$ cat config.mk
export PLATFORM = sky130hd
export DESIGN_NAME = pll_lock_monitor
export DESIGN_NICKNAME = d
export VERILOG_FILES = /design/src/rtl/lkdet_pkg.sv /design/src/rtl/lkdet_edge_prescaler.sv /design/src/rtl/lkdet_gap_meter.sv /design/src/rtl/lkdet_lock_filter.sv /design/src/rtl/pll_lock_monitor.sv
export SDC_FILE = /design/constraint.sdc
export NUM_CORES = 1
export LEC_CHECK = 0
export BUFFER_PORTS_ARGS = -buffer_cell sky130_fd_sc_hd__buf_2
export CORE_ASPECT_RATIO = 1.5
export CORE_MARGIN = 3
export CORE_UTILIZATION = 53
export DETAILED_ROUTE_END_ITERATION = 10
export PLACE_DENSITY_LB_ADDON = 0.08
export SLEW_MARGIN = 10
export SYNTH_ARGS = -nofsm -noshare
export SYNTH_HDL_FRONTEND = slang
export SYNTH_SLANG_ARGS = --single-unit
$ cat constraint.sdc
create_clock -name clk -period 1.85 [get_ports clk]
set_input_delay 0.37 -clock clk [delete_from_list [all_inputs] [get_ports clk]]
set_output_delay 0.37 -clock clk [all_outputs]
set_load 0.01 [all_outputs]
$ cat src/rtl/lkdet_pkg.sv
package lkdet_pkg;

    localparam int unsigned LKD_MAX_W = 16;

    typedef enum logic [1:0] {
        GAP_IDLE      = 2'd0,
        GAP_REF_FIRST = 2'd1,
        GAP_FB_FIRST  = 2'd2
    } gap_state_e;

    typedef enum logic [1:0] {
        VERD_SMALL = 2'd0,
        VERD_MID   = 2'd1,
        VERD_LARGE = 2'd2
    } verdict_e;

    typedef struct packed {
        logic                 vld;
        logic [LKD_MAX_W-1:0] err;
    } gap_meas_t;

    function automatic verdict_e classify_gap(
        input logic [LKD_MAX_W-1:0] err,
        input logic [LKD_MAX_W-1:0] win_lo,
        input logic [LKD_MAX_W-1:0] win_hi
    );
        if (err > win_hi)
            return VERD_LARGE;
        else if (err < win_lo)
            return VERD_SMALL;
        else
            return VERD_MID;
    endfunction

endpackage

$ cat src/rtl/lkdet_edge_prescaler.sv
module lkdet_edge_prescaler #(
    parameter int unsigned DIV = 64
) (
    input  logic clk,
    input  logic rst,
    input  logic pulse_i,
    output logic mark_o
);
    localparam int unsigned DIV_W = (DIV > 1) ? $clog2(DIV) : 1;
    localparam logic [DIV_W-1:0] LAST = DIV_W'(DIV - 1);

    logic             prev_q;
    logic             rise;
    logic [DIV_W-1:0] ecnt_q;

    assign rise = pulse_i & ~prev_q;

    always_ff @(posedge clk) begin
        if (rst) begin
            prev_q <= 1'b0;
            ecnt_q <= '0;
            mark_o <= 1'b0;
        end else begin
            prev_q <= pulse_i;
            mark_o <= rise && (ecnt_q == '0);
            if (rise)
                ecnt_q <= (ecnt_q == LAST) ? '0 : ecnt_q + 1'b1;
        end
    end

    // a leading mark only follows a real rising edge
    a_r2_mark_from_edge: assert property (@(posedge clk) disable iff (rst)
        mark_o |-> $past(rise));

endmodule

$ cat src/rtl/lkdet_gap_meter.sv
module lkdet_gap_meter
    import lkdet_pkg::*;
#(
    parameter int unsigned CNT_W = 8
) (
    input  logic             clk,
    input  logic             rst,
    input  logic             mark_ref,
    input  logic             mark_fb,
    output logic             meas_vld,
    output logic [CNT_W-1:0] meas_err
);
    localparam logic [CNT_W-1:0] CNT_MAX = '1;

    gap_state_e       st_q;
    logic [CNT_W-1:0] cnt_q;
    logic [CNT_W-1:0] cnt_next_sat;

    assign cnt_next_sat = (cnt_q == CNT_MAX) ? CNT_MAX : cnt_q + 1'b1;

    always_ff @(posedge clk) begin
        if (rst) begin
            st_q     <= GAP_IDLE;
            cnt_q    <= '0;
            meas_vld <= 1'b0;
            meas_err <= '0;
        end else begin
            meas_vld <= 1'b0;
            unique case (st_q)
                GAP_IDLE: begin
                    if (mark_ref && mark_fb) begin
                        meas_vld <= 1'b1;
                        meas_err <= '0;
                    end else if (mark_ref) begin
                        st_q  <= GAP_REF_FIRST;
                        cnt_q <= CNT_W'(1);
                    end else if (mark_fb) begin
                        st_q  <= GAP_FB_FIRST;
                        cnt_q <= CNT_W'(1);
                    end
                end
                GAP_REF_FIRST: begin
                    if (mark_fb) begin
                        meas_vld <= 1'b1;
                        meas_err <= cnt_q;
                        st_q     <= GAP_IDLE;
                    end else if (mark_ref) begin
                        cnt_q <= CNT_W'(1);
                    end else begin
                        cnt_q <= cnt_next_sat;
                    end
                end
                GAP_FB_FIRST: begin
                    if (mark_ref) begin
                        meas_vld <= 1'b1;
                        meas_err <= cnt_q;
                        st_q     <= GAP_IDLE;
                    end else if (mark_fb) begin
                        cnt_q <= CNT_W'(1);
                    end else begin
                        cnt_q <= cnt_next_sat;
                    end
                end
                default: st_q <= GAP_IDLE;
            endcase
        end
    end

    // a saturated count that keeps waiting stays saturated
    a_r4_no_wrap: assert property (@(posedge clk) disable iff (rst)
        (st_q != GAP_IDLE && cnt_q == CNT_MAX && !mark_ref && !mark_fb)
        |=> (cnt_q == CNT_MAX));

    // two coincident leading marks from idle report a zero error
    a_r3_coincident_zero: assert property (@(posedge clk) disable iff (rst)
        (st_q == GAP_IDLE && mark_ref && mark_fb) |=> (meas_vld && meas_err == '0));

endmodule

$ cat src/rtl/lkdet_lock_filter.sv
module lkdet_lock_filter
    import lkdet_pkg::*;
#(
    parameter int unsigned CNT_W    = 8,
    parameter int unsigned LOCK_RUN = 4
) (
    input  logic             clk,
    input  logic             rst,
    input  logic             meas_vld,
    input  logic [CNT_W-1:0] meas_err,
    input  logic [CNT_W-1:0] lock_win,
    input  logic [CNT_W-1:0] unlock_win,
    output logic             locked
);
    localparam int unsigned RUN_W = $clog2(LOCK_RUN + 1);
    localparam logic [RUN_W-1:0] RUN_TOP = RUN_W'(LOCK_RUN);

    logic [RUN_W-1:0] run_q;
    logic             lock_q;
    verdict_e         verd;

    assign verd = classify_gap(LKD_MAX_W'(meas_err), LKD_MAX_W'(lock_win),
                               LKD_MAX_W'(unlock_win));

    always_ff @(posedge clk) begin
        if (rst) begin
            run_q  <= '0;
            lock_q <= 1'b0;
        end else if (meas_vld) begin
            unique case (verd)
                VERD_LARGE: begin
                    run_q  <= '0;
                    lock_q <= 1'b0;
                end
                VERD_SMALL: begin
                    if (run_q < RUN_TOP)
                        run_q <= run_q + 1'b1;
                    if (run_q + 1'b1 >= RUN_TOP)
                        lock_q <= 1'b1;
                end
                default: run_q <= '0;
            endcase
        end
    end

    assign locked = lock_q;

    // reset leaves the filter unlocked with an empty run
    a_r1_reset_clear: assert property (@(posedge clk)
        rst |=> (!lock_q && run_q == '0));

    // one large error drops lock in the next cycle
    a_r6_large_unlocks: assert property (@(posedge clk) disable iff (rst)
        (meas_vld && meas_err > unlock_win) |=> !lock_q);

    // lock only rises on a small-error comparison
    a_r5_rise_on_small: assert property (@(posedge clk) disable iff (rst)
        $rose(lock_q) |-> $past(meas_vld && meas_err < lock_win));

    // an in-band error keeps the lock state
    a_r7_band_holds: assert property (@(posedge clk) disable iff (rst)
        (meas_vld && meas_err >= lock_win && meas_err <= unlock_win)
        |=> (lock_q == $past(lock_q)));

endmodule

$ cat src/rtl/pll_lock_monitor.sv
module pll_lock_monitor #(
    parameter int unsigned DIV      = 64,
    parameter int unsigned CNT_W    = 8,
    parameter int unsigned LOCK_RUN = 4
) (
    input  logic             clk,
    input  logic             rst,
    input  logic             lock_en,
    input  logic [CNT_W-1:0] lock_win,
    input  logic [CNT_W-1:0] unlock_win,
    input  logic             ref_in,
    input  logic             fb_in,
    output logic             lock_det
);
    localparam int unsigned N_STREAMS = 2;

    logic [N_STREAMS-1:0] pulses;
    logic [N_STREAMS-1:0] marks;
    logic                 meas_vld;
    logic [CNT_W-1:0]     meas_err;
    logic                 locked;

    assign pulses = {fb_in, ref_in};

    for (genvar s = 0; s < N_STREAMS; s++) begin : g_pre
        lkdet_edge_prescaler #(.DIV(DIV)) u_pre (
            .clk     (clk),
            .rst     (rst),
            .pulse_i (pulses[s]),
            .mark_o  (marks[s])
        );
    end

    lkdet_gap_meter #(.CNT_W(CNT_W)) u_meter (
        .clk      (clk),
        .rst      (rst),
        .mark_ref (marks[0]),
        .mark_fb  (marks[1]),
        .meas_vld (meas_vld),
        .meas_err (meas_err)
    );

    lkdet_lock_filter #(.CNT_W(CNT_W), .LOCK_RUN(LOCK_RUN)) u_filt (
        .clk        (clk),
        .rst        (rst),
        .meas_vld   (meas_vld),
        .meas_err   (meas_err),
        .lock_win   (lock_win),
        .unlock_win (unlock_win),
        .locked     (locked)
    );

    assign lock_det = locked & lock_en;

    // filter state reappears on the output while enabled
    a_r8_gate_transparent: assert property (@(posedge clk) disable iff (rst)
        (lock_en && $stable(locked)) |-> (lock_det == locked));

endmodule

======== Word-level counts from Yosys, hierarchy flattened ========
Index checks and enable logic that the tools add are counted.
word-level totals
  register bits after elaboration ......... 39
  input bits .............................. 21
  logic and storage cells ................. 85
operators by class
  add/sub/neg operators ................... 4
  $lt $le $gt $ge ......................... 4
  equality and inequality tests ........... 15
  mux-type cells .......................... 31
  bitwise logic cells ..................... 5
  reductions and logical operators ........ 14
operator list
  kind                 count
  $mux 8               11
  $pmux 8 s3           2
  $add 6x1->6 const B  2
  $eq 6x6->1 const B   2
  $logic_not 6->1      2
  $mux 2               6
  $mux 6               2
  $ne 2x2->1 const B   5
  $add 8x1->8 const B  1
  $eq 8x8->1 const B   1
  $gt 8x8->1           1
  $lt 8x8->1           1
  $reduce_and 4->1     2
  $mux 3               2
  $ne 2x1->1 const B   3
  $pmux 2 s3           1
  $mux 1               5
  $reduce_and 5->1     1
  $eq 2x2->1 const B   2
  $logic_not 2->1      2
  $add 3x1->3 const B  1
  $and 1x1->1          3
  $ge 3x3->1 const B   1
  $logic_and 1x1->1    3
  10 further kinds     11

======== Longest topological paths before layout ========
Gate-level depths: netlist (run 1).
  depth in word-level cells ............... 6
  depth in mapped cells ................... 8
  gate-level depth less buffers ........... 8

======== Hierarchy ========
From an unflattened synthesis (run 1), not the netlist that was laid out.
second synthesis, totals
  cell total of the unflattened synthesis .. 290
  area, all modules ....................... 2518.7 µm²
by module, submodules not included
  module                times used  cells an instance  area an instance (µm²)  sequential area each (µm²)
  lkdet_gap_meter       1           128                1139.8                  380.4
  lkdet_edge_prescaler  2           42                 375.4                   160.2
  lkdet_lock_filter     1           77                 621.8                   80.1
  pll_lock_monitor      1           1                  6.3                     0.0

======== Least setup slack after synthesis (run 1) ========
OpenSTA, ideal clock, no wires.
  path kind ............................... in2reg
  start point ............................. in unlock_win[5]
  end point ............................... reg u_filt.run_q[1]
  setup time .............................. 0.074 ns
  arrival ................................. 1.773 ns
  data required time ...................... 1.776 ns
  path slack .............................. 0.002 ns
  stages .................................. 8
  cell sequence ........................... inv_1 > ha_1 > a211oi_1 > nor2_1 > nor4bb_1 > o21a_4 > nand4b_1 > a31oi_1
between the ends
  word-level cells in the longest chain between the ends .. 5
  elaborated cells on any way between the ends .. 6
RTL lines
  element                     line                     source
  start: declaration          pll_lock_monitor.sv:10   input logic [CNT_W-1:0] unlock_win,
  $gt 8x8->1 (*)              lkdet_pkg.sv:27          if (err > win_hi)
  $mux 2 (*)                  lkdet_pkg.sv:27
  $logic_not 2->1 (*)         lkdet_lock_filter.sv:30  unique case (verd)
  $ne 2x1->1 (no line)        --
  $reduce_and 2->1 (no line)  --
  end signal: assignment      lkdet_lock_filter.sv:37  run_q <= run_q + 1'b1;
  end: declaration            lkdet_lock_filter.sv:18  logic [RUN_W-1:0] run_q;
Mark *: on every way between the ends. The rest lies on a longest branch, timed or not.
A chain may end at the register's enable or synchronous reset.

======== Worst setup path after layout (run 1) ========
  start point ............................. reg u_meter.meas_err[2]
  end point ............................... reg u_filt.run_q[1]
between the ends
  word-level cells in the longest chain between the ends .. 6
  elaborated cells on any way between the ends .. 8
RTL lines
  element                     line                     source
  start: declaration          lkdet_gap_meter.sv:11    output logic [CNT_W-1:0] meas_err
  start signal: assignment    lkdet_gap_meter.sv:45    meas_err <= cnt_q;
  start signal: assignment    lkdet_gap_meter.sv:56    meas_err <= cnt_q;
  $lt 8x8->1                  lkdet_pkg.sv:29          else if (err < win_lo)
  $mux 1                      lkdet_pkg.sv:29
  $mux 2 (*)                  lkdet_pkg.sv:27
  $logic_not 2->1 (*)         lkdet_lock_filter.sv:30
  $ne 2x1->1 (no line)        --
  $reduce_and 2->1 (no line)  --
Marked as above.

==> results of run 1 <==
## worst max-delay path by stage
| stage | end | slack [ns] | depth (start not counted) |
|---|---|---|---|
| detailed placement | u_filt.run_q[1] | -0.18 | 9 |
| CTS | u_filt.run_q[1] | 0.01 | 8 |
| floorplan | u_filt.run_q[1] | 0.002 | 8 |
| finish | u_filt.run_q[1] | 0.08 | 7 |
| global route | u_filt.run_q[1] | -0.02 | 8 |
| global placement | u_filt.run_q[1] | -0.16 | 9 |
## layer usage
metal  up-vias  global-route usage, %  routed length [µm]
met5         -                      0                   0
met4         0                   6.60                  60
met3         6                   3.31                 146
met2        34                   32.3                2280
met1       919                   20.4                1930
li1       1058                      -                   -
## cell type report
type                    instances  area share [%]
repair buffers                 35            8.37
well taps                      45            2.12
flip-flops and latches         39            29.6
multi-input cells             208            53.1
clock inverters                 1           0.188
inverters                      25            3.53
clock buffers                   6            3.10
## cells by family (layout without fill, tap and decap cells)
| kind of cell | Yosys count | count (layout) |
|---|---|---|
| DFF | 39 | 39 |
| AOI/OAI and AO/OA | 62 | 62 |
| adders and majority gates | 25 | 25 |
| xor gates and xnor gates | 7 | 7 |
| and+or+nand+nor | 114 | 114 |
| buffers and inverters | 34 | 67 |
## worst max-delay path, cell delays in order, from the launching register on
cell	delay [ns]
dfxtp_2	0.34
ha_4	0.15
or4_4	0.54
a21oi_4	0.13
o31a_2	0.17
o21a_4	0.15
nand4b_1	0.09
a31oi_1	0.13
## power by group
group	total, mW	internal (mW)	switching [mW]	leakage [nW]
Combinational	0.926	0.392	0.534	0.772
Clock	0.564	0.292	0.272	0.0470
Sequential	0.930	0.892	0.0381	0.319
Total	2.42	1.58	0.844	1.14
## state kept, by name, indices dropped and copies added (netlist names)
name / count
g_pre.u_pre.ecnt_q: 12
u_meter.cnt_q: 8
u_meter.meas_err: 8
u_filt.run_q: 3
g_pre.u_pre.mark_o: 2
g_pre.u_pre.prev_q: 2
u_meter.st_q: 2
u_filt.locked: 1
u_meter.meas_vld: 1
## cell usage after synthesis, types with 2 or more instances
library cell / count
nand2_1: 23
a31oi_1: 5
nor2_1: 23
o21ai_0: 8
nand2b_1: 4
xor2_1: 6
nand4b_1: 2
nor3b_1: 2
a41oi_1: 2
and4_1: 3
nor3_1: 10
nand4_1: 4
a211oi_1: 4
o211ai_1: 2
and3_1: 5
dfxtp_1: 39
clkbuf_1: 6
nor2b_1: 7
o22ai_1: 2
buf_2: 3
a21oi_1: 31
nand3_1: 16
or3_1: 5
ha_1: 25
and2_1: 4
inv_1: 25
## metrics by stage
step | setup slack (ns) | hold slack [ns] | cells | instance area [µm²] | TNS [ns]
finish | 0.0751 | 0.315 | 359 | 2660 | 0
floorplan | 0.00240 | 0.440 | 281 | 2250 | 0
detailed placement | -0.181 | 0.475 | 352 | 2500 | -0.506
CTS | 0.0113 | 0.311 | 359 | 2590 | 0
global route | -0.0200 | 0.332 | 359 | 2660 | -0.0200
global placement | -0.161 | 0.466 | 352 | 2500 | -0.438
## layout by cell type, fill, tap and decap left out, types with 7 or more instances in the layout
master | netlist | routed
dfxtp_1 | 39 | 34
a21oi_1 | 31 | 29
inv_1 | 25 | 25
nand2_1 | 23 | 23
nor2_1 | 23 | 22
ha_1 | 25 | 22
buf_2 | 3 | 21
nand3_1 | 16 | 15
buf_4 | 0 | 13
nor3_1 | 10 | 10
nor2b_1 | 7 | 7
o21ai_0 | 8 | 7
## timing repair
item,in CTS,in global routing
pin swaps,2,8
endpoints found under the setup margin,2,7
resized for setup,2,17
==> metrics, run 1 <==
status=complete, no violations; Synth Area in Compound Gates=16.7%; Synth area leaders=dfxtp_1 (35%), ha_1 (14%), a21oi_1 (6.9%); Leak=1.14 nW; Detail Placement HPWL=3340 µm; XOR/XNOR share of the synthesized area=2.72%; first-pass GRT wire length=7270 µm; Reg-to-Reg Start=u_meter.meas_err[2]; R2R setup slack=0.08 ns; Max-Cap Viols=0; Clk pin slew, worst setup/hold paths=0.07 ns; largest net degree at the start of global routing=21; Core Util, Final=66.0%; Hold Crit Depth=2; Worst-Skew Late Latency=0.28 ns; H-tree levels=2; PD cells=910 nW/µm²; core area=4030 µm²; Wirelength per Cell=12.3 µm; Final ANT Viol Nets=0; fin. max-slew vios=0; part of the Yosys area used for sequential elements=34.6%; Final Wtd Congestion=0.836; GR Overflow Total=0; asr flop ratio synth=0%; TritonCTS sink count=39; Worst Setup End Kind=flop; Root Buffer=clkbuf_8; die width=59.3 µm; Synth Net Count=327; main combinational cell family by area after synthesis=simple AND/OR/NAND/NOR gates; synthesized area=2250 µm²; 1st-iter DRT viols=45; post-synthesis cell count=281; Die H=85.9 µm; share of cells above drive strength 1=19.7%; Fillers=362; # setup viols final=0; Primary FF master, synth=dfxtp_1; CP Launch Type=flop; vias in the first global route=1749; post-synth top area cell=dfxtp_1; worst hold start=fb_in; vias=2017; RSZ-0062 raised after global routing=yes; Yosys top cell area share=34.6%; I/O Pins=22; Tot Pwr=2.42 mW; drc violations=0; Hold EP=g_pre[1].u_pre.prev_q; Die ar.=5090 µm²; mux cell area share after synthesis=0%; Tmin final=1.77 ns; Worst Hold Class=input pin to flop; worst reg2reg path depth=7; Worst-Margin Slew=0.421 ns; CTS hold repair buffers=0; Clock Path Buffers=2; Post-synth EDFFs=0; crit path from=u_meter.meas_err[2]; post-CTS setup buffer count=0; IO Port Bufs=21; Clock Skews=0.00511 ns; initial antenna violation count=0; Yosys warning count=0; CTS tree=built; row count=28; area occupied by multi-input gates=1410 µm²; Total GRT Usage=18.0%; kind of critical path=flop to flop; Max FO, Critical Path=5; Seq cells post-synth=39; maximum clock rate=563 MHz; adder-cell share of the synthesized area=13.9%; Reg-to-Reg End=u_filt.run_q[1]; Final Cycle Share=95.9%; final WL=4410 µm; Data required, critical path=2.07 ns; Mean Syn Cell Area=8.02 µm²; drt via density=5.62; First-pass DRT Iterations=4; crit path DAT=1.99 ns; Hold Vio Cnt, Final=0; antenna cells=0; FF/Latch Area=787 µm²; Max-slew headroom=71.9%; # nets final=360; Initial Util=56.0%; area grow syn2layout=18.0%; VDD IR-drop max=0.744 mV; Num CTS Buffers=5; Distinct cells, synth=41; Synth Area in Simple Gates=26.2%
Power figures use the tool's default switching activity.
==> run 2: changes to the inputs <==
Settings changed: CORE_UTILIZATION 53 to 54, SLEW_MARGIN 10 to default, SYNTH_HIERARCHICAL from default to 1.
==> run 2 against run 1 <==
Effect of this change: combinational power decreased by 31%; clock power up 30%; fmax down 1.5%; global-route usage increased by 1.7 points; register-to-register slack worse by 0.03 ns; synthesized cell count is 3.2% higher; clock skew increased by 0.0027 ns; hold slack gained 0.050 ns; critical path type unchanged; critical endpoint is now u_meter/cnt_q[6]; largest cell class unchanged; largest power group unchanged.
==> metrics, run 2 <==
maximum clock rate=555 MHz (was 563 MHz); drc violations=0 (unchanged); antenna cells=0 (unchanged); Clock Path Buffers=2 (unchanged); core area=4350 µm² (was 4030 µm²); Num CTS Buffers=5 (unchanged); Clock Skews=0.00781 ns (was 0.00511 ns); initial antenna violation count=0 (unchanged); most instantiated cells after synthesis=dfxtp_1 (39), inv_1 (28), ha_1 (25) (was dfxtp_1 (39), a21oi_1 (31), ha_1 (25), inv_1 (25)); Synth area leaders=dfxtp_1 (31%), ha_1 (12%), inv_1 (4.2%) (was dfxtp_1 (35%), ha_1 (14%), a21oi_1 (6.9%)); final std cells w/o fill=373 (was 359); most frequent cells in the layout=dfxtp_1 (37), inv_1 (26), ha_1 (22) (was dfxtp_1 (34), a21oi_1 (29), inv_1 (25)); Slowest Stage Delay on Critical Path=0.37 ns (was 0.54 ns); Worst Hold Class=input pin to flop (unchanged); kind of critical path=flop to flop (unchanged); Post-Place Cells=360 (was 352); first-pass GRT wire length=8430 µm (was 7270 µm); Final ANT Viol Nets=0 (unchanged); CP Launch Type=flop (unchanged); Post-synth EDFFs=0 (unchanged); IO Port Bufs=21 (unchanged); Final Cycle Share=97.4% (was 95.9%); Initial Util=57.8% (was 56.0%); slowest CP cell=dfxtp_4 (was or4_4); most common cell in the synthesized netlist=dfxtp_1 (unchanged); Worst-Margin Slew=0.368 ns (was 0.421 ns); pre-CTS setup slack=0.0303 ns (was -0.181 ns); Die H=89.6 µm (was 85.9 µm); 1st-iter DRT viols=103 (was 45); delay-heaviest family, CP=compound AO/OA/AOI/OAI gates (was simple AND/OR/NAND/NOR gates); setup TNS=0 ns (unchanged); part of the Yosys area used for sequential elements=31.0% (was 34.6%); largest net degree at the start of global routing=17 (was 21); Seq cells post-synth=39 (unchanged); Core Util, Final=67.6% (was 66.0%); GR Overflow Total=0 (unchanged); CTS tree=built (unchanged); post-synth top area cell=dfxtp_1 (unchanged); Die ar.=5540 µm² (was 5090 µm²); max reg flops=12 (unchanged); leading cell type in the layout, fill and taps excluded=dfxtp_1 (unchanged); synthesized area=2520 µm² (was 2250 µm²); CTS hold repair buffers=0 (unchanged); Distinct cells, synth=60 (was 41); I/O Pins=22 (unchanged); RSZ-0062 raised after global routing=yes (unchanged); PD cells=783 nW/µm² (was 910 nW/µm²); H-tree levels=2 (unchanged); Mean Syn Cell Area=8.69 µm² (was 8.02 µm²); Detail Placement HPWL=3830 µm (was 3340 µm); biggest regs=g_pre.u_pre/ecnt_q: 12 flops, u_meter/cnt_q: 8 flops, u_meter/meas_err: 8 flops (was g_pre.u_pre.ecnt_q: 12 flops, u_meter.cnt_q: 8 flops, u_meter.meas_err: 8 flops); Worst Setup End Kind=flop (unchanged); crit path DAT=1.98 ns (was 1.99 ns); CP bufs+invs=4 (was 0); share of cells above drive strength 1=22.3% (was 19.7%); final WL=5190 µm (was 4410 µm); Worst path most repeated cell=buf_6; fin. max-slew vios=0 (unchanged); Wirelength per Cell=13.9 µm (was 12.3 µm); worst setup margin=0.0474 ns (was 0.0751 ns); Max-Cap Viols=0 (unchanged); Root Buffer=clkbuf_8 (unchanged); status=complete, no violations (unchanged); VDD IR-drop max=0.505 mV (was 0.744 mV); # nets final=372 (was 360); Leak=1.26 nW (was 1.14 nW); TritonCTS sink count=39 (unchanged); Worst-Skew Late Latency=0.29 ns (was 0.28 ns); Max FO, Critical Path=6 (was 5); area grow syn2layout=16.9% (was 18.0%); Primary FF master, synth=dfxtp_1 (unchanged); Yosys warning count=6 (was 0); First-pass DRT Iterations=4 (unchanged); vias in the first global route=2021 (was 1749); row count=29 (was 28); post-synthesis cell count=290 (was 281); Top reg by flops=g_pre.u_pre/ecnt_q (was g_pre.u_pre.ecnt_q); asr flop ratio synth=0% (unchanged); critical path cell sequence=inv_4, ha_2, a21o_1, a2111oi_4, buf_4, buf_6, buf_6, o21a_1, nor3_1 (was ha_4, or4_4, a21oi_4, o31a_2, o21a_4, nand4b_1, a31oi_1); Synth Net Count=336 (was 327); Yosys top cell area share=31.0% (was 34.6%); # setup viols final=0 (unchanged); Final Wtd Congestion=0.881 (was 0.836); Max-slew headroom=75.3% (was 71.9%); die width=61.8 µm (was 59.3 µm); Clk pin slew, worst setup/hold paths=0.08 ns (was 0.07 ns); drt via density=5.83 (was 5.62); Tmin final=1.80 ns (was 1.77 ns); vias=2174 (was 2017); Hold Vio Cnt, Final=0 (unchanged); Total GRT Usage=19.7% (was 18.0%); Fillers=367 (was 362); Data required, critical path=2.03 ns (was 2.07 ns)
run 2: changes by cell type in the layout (fill, tap and decap cells not counted), sizes merged, moves of 4 or more:
cell,delta
o21ai,+5
and3,-4
nand3b,+4
nand3,-8
nor2,-4
mux2i,+8
and2,+6
a21oi,-15
run 2: cell type report:
cell class                 count  area, µm²  share of cell area, %
tap                           46       57.6                   1.95
clock buffer                   6       82.6                   2.80
multi-input combinational    217       1640                   55.6
sequential                    39        788                   26.8
timing repair buffer          35        235                   7.99
inverter                      28        110                   3.74
clock inverter                 2       35.0                   1.19
run 2: timing repair:
item                                    CTS  global route
endpoints found under the setup margin    0             4
setup buffers                             0             4
resized for setup                         0            15
run 2: metrics by stage:
stage / hold WS [ns] / cell area [µm²] / power (mW)
2_1_floorplan: 0.439 / 2530 / 1.33
3_3_place_gp: 0.472 / 2730 / 1.46
3_5_place_dp: 0.471 / 2730 / 1.47
4_1_cts: 0.361 / 2850 / 2.21
5_1_grt: 0.371 / 2950 / 2.42
6_report: 0.365 / 2950 / 2.30
run 2: cells by family after synthesis:
family	count (synthesis)	synth area share (%)
simple gates	112	25.3
mux	8	3.18
xor+xnor	5	1.74
buf+inv	34	5.76
compound gates	67	20.6
flops	39	31.0
fa+ha+maj	25	12.4
run 2: report_power, final:
part / total (mW) / internal [mW] / switching [mW]
Clock: 0.735 / 0.436 / 0.298
Sequential: 0.930 / 0.879 / 0.0517
Combinational: 0.640 / 0.335 / 0.305
Total: 2.30 / 1.65 / 0.655
run 2: path summary, 6_finish.rpt:
| check | start | to | depth (start not counted) | slack (ns) |
|---|---|---|---|---|
| min reg2reg | g_pre[0].u_pre/ecnt_q[3] | g_pre[0].u_pre/mark_o | 1 | 0.48 |
| max | u_meter/st_q[1] | u_meter/cnt_q[6] | 9 | 0.05 |
| min | rst | g_pre[0].u_pre/ecnt_q[1] | 2 | 0.37 |
| max reg2reg | u_meter/st_q[1] | u_meter/cnt_q[6] | 9 | 0.05 |
run 2: per-layer routing:
layer | GRT usage [%] | vias up | wire [µm]
li1 | - | 1123 | -
met1 | 21.4 | 1010 | 2110
met2 | 36.8 | 33 | 2840
met3 | 3.72 | 8 | 159
met4 | 6.76 | 0 | 87
met5 | 0 | - | 0
